$ cat config.mk
export PLATFORM = sky130hd
export DESIGN_NAME = ioport_regs
export DESIGN_NICKNAME = d
export VERILOG_FILES = /design/src/rtl/ioport_pkg.sv /design/src/rtl/ioport_ctrl.sv /design/src/rtl/ioport_macrocell.sv /design/src/rtl/ioport_readmux.sv /design/src/rtl/ioport_regs.sv
export SDC_FILE = /design/constraint.sdc
export NUM_CORES = 1
export LEC_CHECK = 0
export ABC_AREA = 1
export BUFFER_PORTS_ARGS = -buffer_cell sky130_fd_sc_hd__buf_2
export CORE_ASPECT_RATIO = 0.5
export CORE_MARGIN = 8
export CORE_UTILIZATION = 40
export CTS_CLUSTER_SIZE = 8
export DETAILED_ROUTE_END_ITERATION = 10
export HOLD_SLACK_MARGIN = 0.15
export PLACE_DENSITY = 0.68
export SLEW_MARGIN = 30
export SYNTH_ARGS = -nofsm -noshare
export SYNTH_HDL_FRONTEND = slang
export SYNTH_SLANG_ARGS = --single-unit
$ cat constraint.sdc
create_clock -name clk -period 1.1 [get_ports clk]
set_input_delay 0.165 -clock clk [delete_from_list [all_inputs] [get_ports clk]]
set_output_delay 0.165 -clock clk [all_outputs]
set_load 0.005 [all_outputs]
$ cat src/rtl/ioport_pkg.sv
package ioport_pkg;
    localparam int ADDR_W = 3;

    typedef enum logic [ADDR_W-1:0] {
        SEL_PIN  = 3'd0,
        SEL_DOUT = 3'd1,
        SEL_DIR  = 3'd2,
        SEL_OMC  = 3'd3,
        SEL_MASK = 3'd4,
        SEL_IMC  = 3'd5,
        SEL_OE   = 3'd6,
        SEL_NONE = 3'd7
    } reg_sel_e;
endpackage

$ cat src/rtl/ioport_ctrl.sv
module ioport_ctrl
    import ioport_pkg::*;
#(
    parameter int W = 8
) (
    input  logic              clk,
    input  logic              rst_n,
    input  logic              wr,
    input  logic [ADDR_W-1:0] addr,
    input  logic [W-1:0]      wdata,
    input  logic [W-1:0]      logic_oe,
    output logic [W-1:0]      dout_q,
    output logic [W-1:0]      dir_q,
    output logic [W-1:0]      mask_q,
    output logic [W-1:0]      oe
);
    typedef struct packed {
        logic [W-1:0] dout;
        logic [W-1:0] dir;
        logic [W-1:0] mask;
    } ctrl_t;

    ctrl_t st_d, st_q;

    always_comb begin
        st_d = st_q;
        if (wr) begin
            case (reg_sel_e'(addr))
                SEL_DOUT: st_d.dout = wdata;
                SEL_DIR:  st_d.dir  = wdata;
                SEL_MASK: st_d.mask = wdata;
                default:  ;
            endcase
        end
    end

    always_ff @(posedge clk) begin
        if (!rst_n) st_q <= '0;
        else        st_q <= st_d;
    end

    assign dout_q = st_q.dout;
    assign dir_q  = st_q.dir;
    assign mask_q = st_q.mask;

    genvar gi;
    generate
        for (gi = 0; gi < W; gi++) begin : g_oe
            assign oe[gi] = st_q.dir[gi] | logic_oe[gi];
        end
    endgenerate

    // a write outside the writable locations leaves every control register unchanged
    p_ro_ignore_r9: assert property (@(posedge clk) disable iff (!rst_n)
        (wr && addr != SEL_DOUT && addr != SEL_DIR && addr != SEL_MASK)
        |=> (dout_q == $past(dout_q) && dir_q == $past(dir_q) && mask_q == $past(mask_q)))
        else $error("p_ro_ignore_r9");

    // the mask changes only through a write to its own address
    p_mask_wr_r5: assert property (@(posedge clk) disable iff (!rst_n)
        !(wr && addr == SEL_MASK) |=> $stable(mask_q))
        else $error("p_mask_wr_r5");
endmodule

$ cat src/rtl/ioport_macrocell.sv
module ioport_macrocell #(
    parameter int W = 8
) (
    input  logic         clk,
    input  logic         rst_n,
    input  logic         cpu_wr,
    input  logic [W-1:0] wdata,
    input  logic [W-1:0] mask,
    input  logic         mc_load,
    input  logic [W-1:0] mc_next,
    input  logic [W-1:0] pin_in,
    input  logic         imc_le,
    output logic [W-1:0] omc_q,
    output logic [W-1:0] imc_q
);
    typedef struct packed {
        logic [W-1:0] omc;
        logic [W-1:0] imc;
    } mc_t;

    mc_t st_d, st_q;

    always_comb begin
        st_d = st_q;
        if (mc_load) st_d.omc = mc_next;
        if (cpu_wr)  st_d.omc = (wdata & ~mask) | (st_d.omc & mask);
        if (imc_le)  st_d.imc = pin_in;
    end

    always_ff @(posedge clk) begin
        if (!rst_n) st_q <= '0;
        else        st_q <= st_d;
    end

    assign omc_q = st_q.omc;
    assign imc_q = st_q.imc;

    // a CPU write alone never alters masked bits
    p_mask_hold_r4: assert property (@(posedge clk) disable iff (!rst_n)
        (cpu_wr && !mc_load) |=> ((omc_q & $past(mask)) == ($past(omc_q) & $past(mask))))
        else $error("p_mask_hold_r4");

    // on unmasked bits the CPU data wins over a logic-side load
    p_cpu_win_r7: assert property (@(posedge clk) disable iff (!rst_n)
        cpu_wr |=> ((omc_q & ~$past(mask)) == ($past(wdata) & ~$past(mask))))
        else $error("p_cpu_win_r7");

    // input macrocells hold while the latch enable is low
    p_imc_hold_r8: assert property (@(posedge clk) disable iff (!rst_n)
        !imc_le |=> $stable(imc_q))
        else $error("p_imc_hold_r8");
endmodule

$ cat src/rtl/ioport_readmux.sv
module ioport_readmux
    import ioport_pkg::*;
#(
    parameter int W = 8
) (
    input  logic              clk,
    input  logic              rst_n,
    input  logic              rd,
    input  logic [ADDR_W-1:0] addr,
    input  logic [W-1:0]      pin_in,
    input  logic [W-1:0]      dout,
    input  logic [W-1:0]      dir,
    input  logic [W-1:0]      omc,
    input  logic [W-1:0]      mask,
    input  logic [W-1:0]      imc,
    input  logic [W-1:0]      oe,
    output logic [W-1:0]      rdata
);
    logic [W-1:0] rdata_d, rdata_q;

    always_comb begin
        rdata_d = rdata_q;
        if (rd) begin
            case (reg_sel_e'(addr))
                SEL_PIN:  rdata_d = pin_in;
                SEL_DOUT: rdata_d = dout;
                SEL_DIR:  rdata_d = dir;
                SEL_OMC:  rdata_d = omc;
                SEL_MASK: rdata_d = mask;
                SEL_IMC:  rdata_d = imc;
                SEL_OE:   rdata_d = oe;
                default:  rdata_d = '0;
            endcase
        end
    end

    always_ff @(posedge clk) begin
        if (!rst_n) rdata_q <= '0;
        else        rdata_q <= rdata_d;
    end

    assign rdata = rdata_q;

    // read data holds between read strobes
    p_rd_hold_r10: assert property (@(posedge clk) disable iff (!rst_n)
        !rd |=> $stable(rdata))
        else $error("p_rd_hold_r10");
endmodule

$ cat src/rtl/ioport_regs.sv
module ioport_regs
    import ioport_pkg::*;
#(
    parameter int W = 8
) (
    input  logic              clk,
    input  logic              rst_n,
    input  logic [ADDR_W-1:0] bus_addr,
    input  logic              bus_wr,
    input  logic              bus_rd,
    input  logic [W-1:0]      bus_wdata,
    output logic [W-1:0]      bus_rdata,
    input  logic [W-1:0]      pin_in,
    output logic [W-1:0]      pin_out,
    output logic [W-1:0]      pin_oe,
    input  logic [W-1:0]      logic_oe,
    input  logic              mc_load,
    input  logic [W-1:0]      mc_next,
    output logic [W-1:0]      mc_q,
    input  logic              imc_le,
    output logic [W-1:0]      imc_q
);
    logic [W-1:0] dout_q, dir_q, mask_q, oe_w, omc_w, imc_w;
    logic         omc_wr;

    assign omc_wr = bus_wr && (bus_addr == SEL_OMC);

    ioport_ctrl #(.W(W)) u_ctrl (
        .clk(clk), .rst_n(rst_n), .wr(bus_wr), .addr(bus_addr), .wdata(bus_wdata),
        .logic_oe(logic_oe), .dout_q(dout_q), .dir_q(dir_q), .mask_q(mask_q), .oe(oe_w)
    );

    ioport_macrocell #(.W(W)) u_mc (
        .clk(clk), .rst_n(rst_n), .cpu_wr(omc_wr), .wdata(bus_wdata), .mask(mask_q),
        .mc_load(mc_load), .mc_next(mc_next), .pin_in(pin_in), .imc_le(imc_le),
        .omc_q(omc_w), .imc_q(imc_w)
    );

    ioport_readmux #(.W(W)) u_rd (
        .clk(clk), .rst_n(rst_n), .rd(bus_rd), .addr(bus_addr), .pin_in(pin_in),
        .dout(dout_q), .dir(dir_q), .omc(omc_w), .mask(mask_q), .imc(imc_w),
        .oe(oe_w), .rdata(bus_rdata)
    );

    assign pin_out = dout_q;
    assign pin_oe  = oe_w;
    assign mc_q    = omc_w;
    assign imc_q   = imc_w;

    // the pin data follows an output data write one cycle later
    p_dout_wr_r2: assert property (@(posedge clk) disable iff (!rst_n)
        (bus_wr && bus_addr == SEL_DOUT) |=> (pin_out == $past(bus_wdata)))
        else $error("p_dout_wr_r2");

    // a logic-side enable term always turns its driver on
    p_oe_term_r3: assert property (@(posedge clk) disable iff (!rst_n)
        ((pin_oe & logic_oe) == logic_oe))
        else $error("p_oe_term_r3");
endmodule

==> flow_metrics.py <==
metrics = {
    "sta": {
        "tightest_slew_ps": 234.8,
        "slew_headroom_pct": 84.18,
        "rsz0062_at_grt": "yes",
        "fin_crit_sh_pct": 96.17,
        "fin_skew_ps": 6.319,
        "fin_crit_ps": 1058,
        "fin_setup_tns_ps": 0,
        "max_freq_ghz": 0.9453,
        "slew_violations": 0,
        "finalSetupViolCount": 0,
        "hold_viol_final": 0,
    },
    "finish": {
        "fin_area_um2": 3332,
        "area.growth.synth_to_final_pct": 36.08,
        "fillCellCount": 584,
        "nets": 506,
        "antennaDiodeCount": 0,
        "layout-drive-gt1-share_pct": 30.04,
    },
    "cts": {
        "cts_htree_levels": 2,
        "tritoncts": "built",
        "cts_root_buffer": "clkbuf_16",
        "postCtsSetupBuffers": 0,
        "clockBufferDepth": 2,
        "clock_sinks": 48,
        "clk_pin_slew_ps": 70,
        "cts_made_buffers": 5,
        "insertion_delay_ps": 290,
    },
    "synthesis": {
        "synth_nets": 404,
        "yosys-top-cells-area": "dfxtp_1 (39%), nand2_1 (9.4%), a21oi_1 (7.6%)",
        "async_flop_share_pct": 0,
        "ys_seq_area_share_pct": 39.24,
        "syn_area_per_cell_um2": 6.745,
        "yosysWarnings": 0,
        "synth_seq_cells": 48,
        "synth_area_um2": 2449,
        "synth_cell_types": 19,
        "synth.most_common_cell": "nand2_1",
        "yosysTopAreaCellShare_pct": 39.24,
        "synthFlopType": "dfxtp_1",
        "synth_edf_count": 0,
        "synth_commonest_cells": "nand2_1 (61), dfxtp_1 (48), nor2_1 (46)",
        "synth_cells": 363,
        "synth.largest_area_cell": "dfxtp_1",
    },
    "power": {
        "p_per_area_nw_per_um2": 1326,
        "p_leak_nw": 1.649,
        "total_power_mw": 4.420,
        "ir_drop_mv": 0.5640,
    },
    "worst_setup_path": {
        "crit_arrival_ps": 890,
        "crit_path_end": "pin_oe[7]",
        "rrSetupSlack_ps": 80,
        "cp-end-kind": "output pin",
        "critPathMaxFanout": 3,
        "r2r_start": "u_ctrl.dir_q[3]",
        "r2r_cells": 8,
        "r2r_end": "u_rd.rdata[3]",
        "crit_type": "reg -> out",
        "crit_required_ps": 940,
        "critPathLaunchType": "register",
        "startpoint": "u_ctrl.dir_q[7]",
    },
    "die": {
        "coreArea_um2": 5981,
        "io_pins": 81,
        "rows": 20,
        "dieArea_um2": 9033,
        "die_h_um": 71.33,
        "start_util_pct": 40.94,
        "die_w_um": 126.7,
    },
    "status": {
        "status": "complete, no violations",
    },
    "grt": {
        "grt_overflow": 0,
        "grt_use_total_pct": 17.56,
        "grt_pass1_wl_mm": 12.87,
        "antenna_found_initial": 0,
        "grt_pass1_vias": 2526,
        "grt_start_max_net_pins": 18,
    },
    "placed_design": {
        "io_buffers": 80,
        "dpl_cell_area_um2": 3102,
        "gp_congestion": 0.9514,
        "dpl.hpwl_mm": 6.406,
    },
    "detailed_routing": {
        "avgRoutedWirePerCell_um": 14.87,
        "drt_first_pass_iters": 5,
        "wl_mm": 8.074,
        "ant_nets": 0,
        "viasPerCell": 4.941,
        "vias": 2683,
        "drt_iter0_markers": 236,
        "remaining_drc_errors": 0,
    },
    "job": {
        "cap_violations": 0,
    },
    "min_path": {
        "hp-class": "in -> reg",
    },
}
==> critical path, stage by stage, from the launching register on <==
cell	delay [ps]
dfxtp_2	340
nor2_2	110
inv_1	40
buf_2	120
==> metrics by stage <==
stage	utilization (%)	setup WS (ps)	hold WS, ps	instances
floorplan	-	-2.203	299.9	363
global placement	51.86	-133.5	416.9	531
detailed placement	51.86	-175.8	420.7	531
CTS	55.67	15.59	172.1	544
global route	55.71	-42.94	198.1	543
finish	55.71	42.12	172.3	543
==> cells in the final DEF, fill, tap and decap left out, types with 5 or more instances in the layout <==
cell type / netlist / final
clkbuf_16: 0 / 5
dfxtp_1: 48 / 46
nor3_1: 16 / 16
nand2_1: 61 / 61
inv_1: 36 / 34
buf_4: 5 / 30
nor2_1: 46 / 44
a21oi_1: 37 / 37
nand4_1: 13 / 13
inv_2: 3 / 5
dlygate4sd3_1: 0 / 5
buf_2: 7 / 79
nand3_1: 37 / 36
mux2_2: 7 / 7
o21ai_0: 34 / 34
==> area by class of cell <==
type                       count  area, µm²  share of cell area, %
clock inverter                 2      38.79                  1.164
tap                           77      96.34                  2.891
inverter                      39      146.4                  4.394
timing repair buffer         116      710.7                  21.33
sequential                    48      963.4                  28.91
multi-input combinational    255       1237                  37.14
clock buffer                   6      138.9                  4.168
==> logic make-up (layout without fill, tap and decap cells) <==
logic type	after synthesis	count (layout)	share of synthesized area, %
DFF	48	48	39.24
AOI/OAI and AO/OA	71	71	14.51
muxes	7	7	3.219
buffers and inverters	60	163	10.63
and+or+nand+nor	177	177	32.40
==> state kept, by name, indices dropped and copies added (netlist names) <==
name	count
u_ctrl.dir_q	8
u_ctrl.dout_q	8
u_ctrl.mask_q	8
u_mc.imc_q	8
u_mc.omc_q	8
u_rd.rdata	8
==> metal layers <==
metal | part of all wire (%) | track usage (%)
met2 | 41 | 26.59
met1 | 50 | 24.68
met4 | 1.0 | 4.706
met5 | 0 | 0
met3 | 7.4 | 3.627
==> power by group <==
group	total, mW	switching (mW)	leakage, nW	internal (mW)
Combinational	0.681	0.373	1.17	0.308
Clock	1.84	0.700	0.0871	1.14
Sequential	1.90	0.0733	0.394	1.82
Total	4.42	1.15	1.65	3.27
==> worst min-delay path by stage <==
stage | start | to | cells past startpoint
finish | pin_in[4] | u_mc.imc_q[4] | 3
global placement | pin_in[1] | u_mc.imc_q[1] | 3
detailed placement | pin_in[2] | u_mc.imc_q[2] | 3
CTS | pin_in[4] | u_mc.imc_q[4] | 3
floorplan | pin_in[1] | u_mc.imc_q[1] | 2
global route | imc_le | u_mc.imc_q[5] | 2
==> what timing repair did <==
action                                 CTS  global route
resized for setup                        0             6
endpoints found under the hold margin    5             0
setup endpoints to repair                1             9
hold buffers                             5             0
pin swaps                                1             5
Note: power is estimated with default switching activity, not from simulation.
